--- src/rtl/iobit_pkg.sv ---
package iobit_pkg;
  typedef enum logic [1:0] {
    OP_CLR  = 2'b00,
    OP_SET  = 2'b01,
    OP_TST  = 2'b10,
    OP_TSTA = 2'b11
  } bit_op_e;

  typedef enum logic [1:0] {
    ST_IDLE = 2'b00,
    ST_RD   = 2'b01,
    ST_EXE  = 2'b10
  } seq_st_e;

  function automatic logic op_writes(bit_op_e op);
    return (op == OP_CLR) || (op == OP_SET);
  endfunction
endpackage

--- src/rtl/iobit_addr_map.sv ---
module iobit_addr_map #(
  parameter int unsigned ADDR_W    = 16,
  parameter int unsigned FIELD_W   = 6,
  parameter logic [ADDR_W-1:0] PAGE_BASE = 16'hFFC0
) (
  input  logic [FIELD_W-1:0] field_i,
  output logic [ADDR_W-1:0]  addr_o
);
  localparam int unsigned PAD_W = ADDR_W - FIELD_W;

  assign addr_o = PAGE_BASE + {{PAD_W{1'b0}}, field_i};
endmodule

--- src/rtl/iobit_bit_alu.sv ---
module iobit_bit_alu
  import iobit_pkg::*;
#(
  parameter int unsigned DATA_W = 4,
  localparam int unsigned IDX_W = $clog2(DATA_W)
) (
  input  logic [DATA_W-1:0] rdata_i,
  input  logic [IDX_W-1:0]  idx_i,
  input  bit_op_e           op_i,
  output logic [DATA_W-1:0] mask_o,
  output logic [DATA_W-1:0] wdata_o,
  output logic              sel_bit_o
);
  logic force_val;
  assign force_val = (op_i == OP_SET);

  for (genvar g = 0; g < DATA_W; g++) begin : g_bit
    assign mask_o[g]  = (idx_i == IDX_W'(g));
    assign wdata_o[g] = mask_o[g] ? force_val : rdata_i[g];
  end

  assign sel_bit_o = |(rdata_i & mask_o);
endmodule

--- src/rtl/iobit_seq.sv ---
module iobit_seq
  import iobit_pkg::*;
#(
  parameter int unsigned FIELD_W = 6,
  parameter int unsigned IDX_W   = 2
) (
  input  logic               clk_i,
  input  logic               rst_ni,
  input  logic               req_i,
  input  bit_op_e            op_i,
  input  logic [FIELD_W-1:0] field_i,
  input  logic [IDX_W-1:0]   idx_i,
  input  logic               sel_bit_i,
  output bit_op_e            op_o,
  output logic [FIELD_W-1:0] field_o,
  output logic [IDX_W-1:0]   idx_o,
  output logic               rd_o,
  output logic               wr_o,
  output logic               busy_o,
  output logic               done_o,
  output logic               zero_o
);
  seq_st_e state_q, state_d;
  logic    accept;

  assign accept = req_i && (state_q == ST_IDLE);

  always_comb begin
    state_d = state_q;
    unique case (state_q)
      ST_IDLE: if (req_i) state_d = ST_RD;
      ST_RD:   state_d = ST_EXE;
      default: state_d = ST_IDLE;
    endcase
  end

  always_ff @(posedge clk_i or negedge rst_ni) begin
    if (!rst_ni) begin
      state_q <= ST_IDLE;
      op_o    <= OP_CLR;
      field_o <= '0;
      idx_o   <= '0;
      done_o  <= 1'b0;
      zero_o  <= 1'b0;
    end else begin
      state_q <= state_d;
      done_o  <= (state_q == ST_EXE);
      if (accept) begin
        op_o    <= op_i;
        field_o <= field_i;
        idx_o   <= idx_i;
      end
      if ((state_q == ST_EXE) && !op_writes(op_o)) zero_o <= ~sel_bit_i;
    end
  end

  assign rd_o   = (state_q == ST_RD);
  assign wr_o   = (state_q == ST_EXE) && op_writes(op_o);
  assign busy_o = (state_q != ST_IDLE);

  // write only right after the single read
  p_wr_after_rd_r6: assert property (@(posedge clk_i) disable iff (!rst_ni)
    wr_o |-> $past(rd_o));
  p_rd_wr_excl_r6: assert property (@(posedge clk_i) disable iff (!rst_ni)
    !(rd_o && wr_o));
  p_rd_once_r6: assert property (@(posedge clk_i) disable iff (!rst_ni)
    rd_o |=> !rd_o);
  // two busy cycles then a done pulse
  p_busy_two_r7: assert property (@(posedge clk_i) disable iff (!rst_ni)
    $rose(busy_o) |=> busy_o);
  p_done_after_busy_r7: assert property (@(posedge clk_i) disable iff (!rst_ni)
    done_o |-> (!busy_o && $past(busy_o)));
  p_done_pulse_r7: assert property (@(posedge clk_i) disable iff (!rst_ni)
    done_o |=> !done_o);
endmodule

--- src/rtl/iobit_rmw_unit.sv ---
module iobit_rmw_unit
  import iobit_pkg::*;
#(
  parameter int unsigned ADDR_W  = 16,
  parameter int unsigned FIELD_W = 6,
  parameter int unsigned DATA_W  = 4,
  parameter logic [ADDR_W-1:0] PAGE_BASE = 16'hFFC0,
  localparam int unsigned IDX_W  = $clog2(DATA_W)
) (
  input  logic               clk_i,
  input  logic               rst_ni,
  input  logic               req_i,
  input  logic [1:0]         op_i,
  input  logic [FIELD_W-1:0] field_i,
  input  logic [IDX_W-1:0]   bidx_i,
  output logic               busy_o,
  output logic               done_o,
  output logic               zero_o,
  output logic [ADDR_W-1:0]  mem_addr_o,
  output logic               mem_rd_o,
  output logic               mem_wr_o,
  output logic [DATA_W-1:0]  mem_wdata_o,
  input  logic [DATA_W-1:0]  mem_rdata_i
);
  bit_op_e            op_q;
  logic [FIELD_W-1:0] field_q;
  logic [IDX_W-1:0]   idx_q;
  logic               sel_bit;
  logic [DATA_W-1:0]  mask;

  iobit_seq #(.FIELD_W(FIELD_W), .IDX_W(IDX_W)) u_seq (
    .clk_i     (clk_i),
    .rst_ni    (rst_ni),
    .req_i     (req_i),
    .op_i      (bit_op_e'(op_i)),
    .field_i   (field_i),
    .idx_i     (bidx_i),
    .sel_bit_i (sel_bit),
    .op_o      (op_q),
    .field_o   (field_q),
    .idx_o     (idx_q),
    .rd_o      (mem_rd_o),
    .wr_o      (mem_wr_o),
    .busy_o    (busy_o),
    .done_o    (done_o),
    .zero_o    (zero_o)
  );

  iobit_addr_map #(.ADDR_W(ADDR_W), .FIELD_W(FIELD_W), .PAGE_BASE(PAGE_BASE)) u_map (
    .field_i (field_q),
    .addr_o  (mem_addr_o)
  );

  iobit_bit_alu #(.DATA_W(DATA_W)) u_alu (
    .rdata_i   (mem_rdata_i),
    .idx_i     (idx_q),
    .op_i      (op_q),
    .mask_o    (mask),
    .wdata_o   (mem_wdata_o),
    .sel_bit_o (sel_bit)
  );

  // accesses stay inside the peripheral page
  p_in_page_r1: assert property (@(posedge clk_i) disable iff (!rst_ni)
    (mem_rd_o || mem_wr_o) |-> (mem_addr_o >= PAGE_BASE));
  // write address equals read address
  p_same_addr_r1: assert property (@(posedge clk_i) disable iff (!rst_ni)
    mem_wr_o |-> $stable(mem_addr_o));
  // write-back differs from read data in at most one bit
  p_one_bit_r2: assert property (@(posedge clk_i) disable iff (!rst_ni)
    mem_wr_o |-> ($countones(mem_wdata_o ^ mem_rdata_i) <= 1));
  p_keep_others_r3: assert property (@(posedge clk_i) disable iff (!rst_ni)
    mem_wr_o |-> (((mem_wdata_o ^ mem_rdata_i) & ~mask) == '0));
  // zero flag moves only on completion
  p_zero_hold_r5: assert property (@(posedge clk_i) disable iff (!rst_ni)
    !done_o |-> $stable(zero_o));
endmodule

--- config.mk ---
export PLATFORM = sky130hd
export DESIGN_NAME = iobit_rmw_unit
export DESIGN_NICKNAME = d
export VERILOG_FILES = /design/src/rtl/iobit_pkg.sv /design/src/rtl/iobit_addr_map.sv /design/src/rtl/iobit_bit_alu.sv /design/src/rtl/iobit_seq.sv /design/src/rtl/iobit_rmw_unit.sv
export SDC_FILE = /design/constraint.sdc
export NUM_CORES = 1
export LEC_CHECK = 0
export BUFFER_PORTS_ARGS = -buffer_cell sky130_fd_sc_hd__buf_4
export CORE_MARGIN = 5
export CORE_UTILIZATION = 41
export CTS_BUF_LIST = sky130_fd_sc_hd__clkbuf_16
export DETAILED_ROUTE_END_ITERATION = 12
export PLACE_DENSITY_LB_ADDON = 0.15
export SETUP_SLACK_MARGIN = 0.3
export SYNTH_ARGS = -nofsm -noshare
export SYNTH_HDL_FRONTEND = slang
export SYNTH_SLANG_ARGS = --single-unit
--- constraint.sdc ---
create_clock -name clk_i -period 1.74 [get_ports clk_i]
set_clock_uncertainty 0.1 [all_clocks]
set_input_delay 0.348 -clock clk_i [delete_from_list [all_inputs] [get_ports clk_i]]
set_output_delay 0.348 -clock clk_i [all_outputs]
set_load 0.01 [all_outputs]
==> run_results.csv <==
group,metric,value,unit
outcome,outcome,"complete, but fails checks",
outcome,violations,"negative setup slack",
critical_path,reg2reg_from,"u_seq.state_q[1]",
critical_path,rr_endpoint,"u_seq.idx_o[0]",
detailed_routing,routed_wl,1530,µm
synth,synth_area,714,µm²
pwr,swShare,26.0,%
cells_and_area,fillerInstances,139,
global_route,grt_pass1_vias,550,
placement,dp_cells,102,
critical_path,crit_path_start,"u_seq.idx_o[0]",
timing,finalHoldViolCount,0,
pwr,pwr-share-comb,36.0,%
placement,finalWeightedCongestion,0.671,
clock_tree,clk_pin_slew,0.04,ns
placement,hpwl,1070,µm
timing,tns,-0.0389,ns
clock_tree,clkLatencyLatePin,0.23,ns
detailed_routing,wl_per_cell,14.2,µm
synth,synth_area_leaders,"dfrtp_1 (49%), mux2_2 (22%), buf_4 (11%)",
critical_path,cpMaxStageDelayCell,"dfrtp_2",
pwr,cell_internal_pwr,1.04,mW
cells_and_area,drive_above_1_share,68.1,%
critical_path,end_kind,"output port",
run,max-cap-violations,0,
critical_path,cp_top_family,"flip-flops",
timing,rsz0062_at_grt,"true",
pwr,seqPwrFrac,34.7,%
critical_path,timing.critical_path.from_type,"flop",
synth,synth.top_cell.area_share,49.0,%
pwr,finalPower,1.41,mW
worst_hold_path,min_from,"field_i[0]",
critical_path,worst_ep_arrival_time,1.32,ns
synth,synth_seq_cells,14,
die,die_x,51.7,µm
timing,fmax,566,MHz
timing,setup_viol_count_final,2,
clock_tree,cts_root_buf,"clkbuf_16",
cells_and_area,multiInputGateArea,390,µm²
pwr,p_sw,366,µW
timing,worst_slack,-0.0278,ns
worst_hold_path,hp-class,"in2reg",
critical_path,reg2regPathDepth,4,
critical_path,worstPathRequired,1.29,ns
critical_path,cp_max_fo,6,
die,core,1690,µm²
clock_tree,clock_sinks,14,
global_route,antenna_found_initial,0,
die,initial_core_util,42.3,%
global_route,track_usage,12.0,%
critical_path,cp_cell_sequence,"and2b_1 -> mux2_4 -> buf_6",
timing,fin_crit,1.77,ns
synth,yosys.area.top_type,"dfrtp_1",
detailed_routing,drt_iter0_markers,1,
synth,synth.avg_cell_area,13.0,µm²
die,dieArea,2680,µm²
global_route,grt_max_degree,15,
detailed_routing,first_pass_iters,3,
cells_and_area,final_cell_count_no_fill,108,
synth,synth-seq-area-share,49.0,%
pwr,p_clk_share,29.3,%
die,fp.dieH,51.7,µm
die,io_pins,42,
pwr,power_density,1230,nW/µm²
clock_tree,cts_tree,"built",
cells_and_area,insertedDiodeCount,0,
global_route,grt-ovfl-total,0,
timing,slew_viol_final,0,
clock_tree,cts_buffer_depth,2,
worst_hold_path,whs_endpoint,"u_seq.field_o[0]",
clock_tree,ctsHtreeMaxLevel,1,
die,rows,15,
timing,min_period_over_period,102,%
critical_path,crit_type,"reg2out",
cells_and_area,syn2layout_area_growth,60.1,%
pwr,power.leakage,0.581,nW
synth,syn-instance-count,55,
detailed_routing,vias_per_cell,4.72,
worst_hold_path,hold_depth,2,
placement,portBuffers,31,
clock_tree,cts_made_buffers,3,
cells_and_area,final_common_cell,"buf_4",
critical_path,cpPeakStageDelay,0.43,ns
timing,holdWs,0.240,ns
cells_and_area,layout.nets,110,
detailed_routing,num_vias,510,
critical_path,crit_buf_inv,1,
detailed_routing,ant_nets,0,
cells_and_area,ff_latch_area,354,µm²
synth,synthDistinctLibCells,15,
detailed_routing,route.detailed.drc,0,
critical_path,ff2ff_setup_slack,0.19,ns
cells_and_area,layout_common_cells,"buf_4 (25), mux2_4 (11), dfrtp_1 (11)",
global_route,grt_pass1_wl,2390,µm
pwr,ir_drop,753,µV
synth,synth.yosys.warnings,0,
layer usage:
metal	part of all wire, %	track usage (%)	vias to the layer above
li1	-	-	237
met1	44	14.9	248
met2	49	19.5	25
met3	6.9	4.30	0
met4	0	3.93	0
met5	0	0	-
worst max path at each step:
stage                     end  slack (ns)  cells after the start
4_1_cts        mem_wdata_o[2]       -0.03                      3
3_3_place_gp   mem_wdata_o[2]        0.21                      3
2_1_floorplan  mem_wdata_o[2]        0.34                      2
6_report       mem_wdata_o[2]       -0.03                      3
3_5_place_dp   mem_wdata_o[2]        0.20                      3
5_1_grt        mem_wdata_o[2]       -0.08                      3
cell families (layout without fill, tap and decap cells):
kind of cell / count (synthesis) / in the layout / synth area share [%]
buf+inv: 12 / 39 / 12.6
mux: 16 / 16 / 26.6
simple gates: 12 / 12 / 11.2
flops: 14 / 14 / 49.0
other cells: 1 / 10 / 0.525
per-stage QoR:
| stage | instance area (µm²) | setup slack, ns | utilization, % |
|---|---|---|---|
| floorplan | 748 | 0.340 | - |
| global placement | 923 | 0.212 | 54.7 |
| detailed placement | 923 | 0.197 | 54.7 |
| CTS | 1100 | -0.0336 | 65.2 |
| global route | 1140 | -0.0818 | 67.7 |
| finish | 1140 | -0.0278 | 67.7 |
flip-flops by register name (all words and copies together), names as in the netlist:
| register | cells |
|---|---|
| u_seq.done_o | 1 |
| u_seq.field_o | 6 |
| u_seq.idx_o | 2 |
| u_seq.op_o | 2 |
| u_seq.state_q | 2 |
| u_seq.zero_o | 1 |
cells in the mapped netlist:
library cell / instances
mux2_2: 14
dfrtp_1: 14
nand2_1: 1
nor2_1: 1
mux2i_1: 1
mux4_2: 1
nor2b_1: 5
buf_6: 1
inv_1: 1
and2b_1: 2
nor3b_2: 1
or2_2: 1
conb_1: 1
buf_4: 10
nand3b_1: 1
power by group through the flow:
stage          registers (mW)  clock network (mW)  logic [mW]
5_1_grt                 0.503               0.440       0.544
3_5_place_dp            0.473                   0       0.400
3_3_place_gp            0.470                   0       0.393
4_1_cts                 0.481               0.428       0.490
2_1_floorplan           0.489                   0       0.211
6_report                0.489               0.413       0.508
repair_timing:
action | 4_1_cts | 5_1_grt
cloned | 0 | 1
pin swaps | 2 | 1
hold buffers | 1 | 0
gates resized for setup | 25 | 10
hold endpoints to repair | 14 | 0
buffers inserted | 1 | 0
endpoints found under the setup margin | 6 | 16
final cells by class:
class,instances,share of cell area [%]
clock buffers,3,6.56
inverters,1,0.328
repair buffers,35,26.1
multi-input cells,38,34.1
flip-flops and latches,14,31.0
well taps,17,1.86
(Power assumes the default switching activity.)
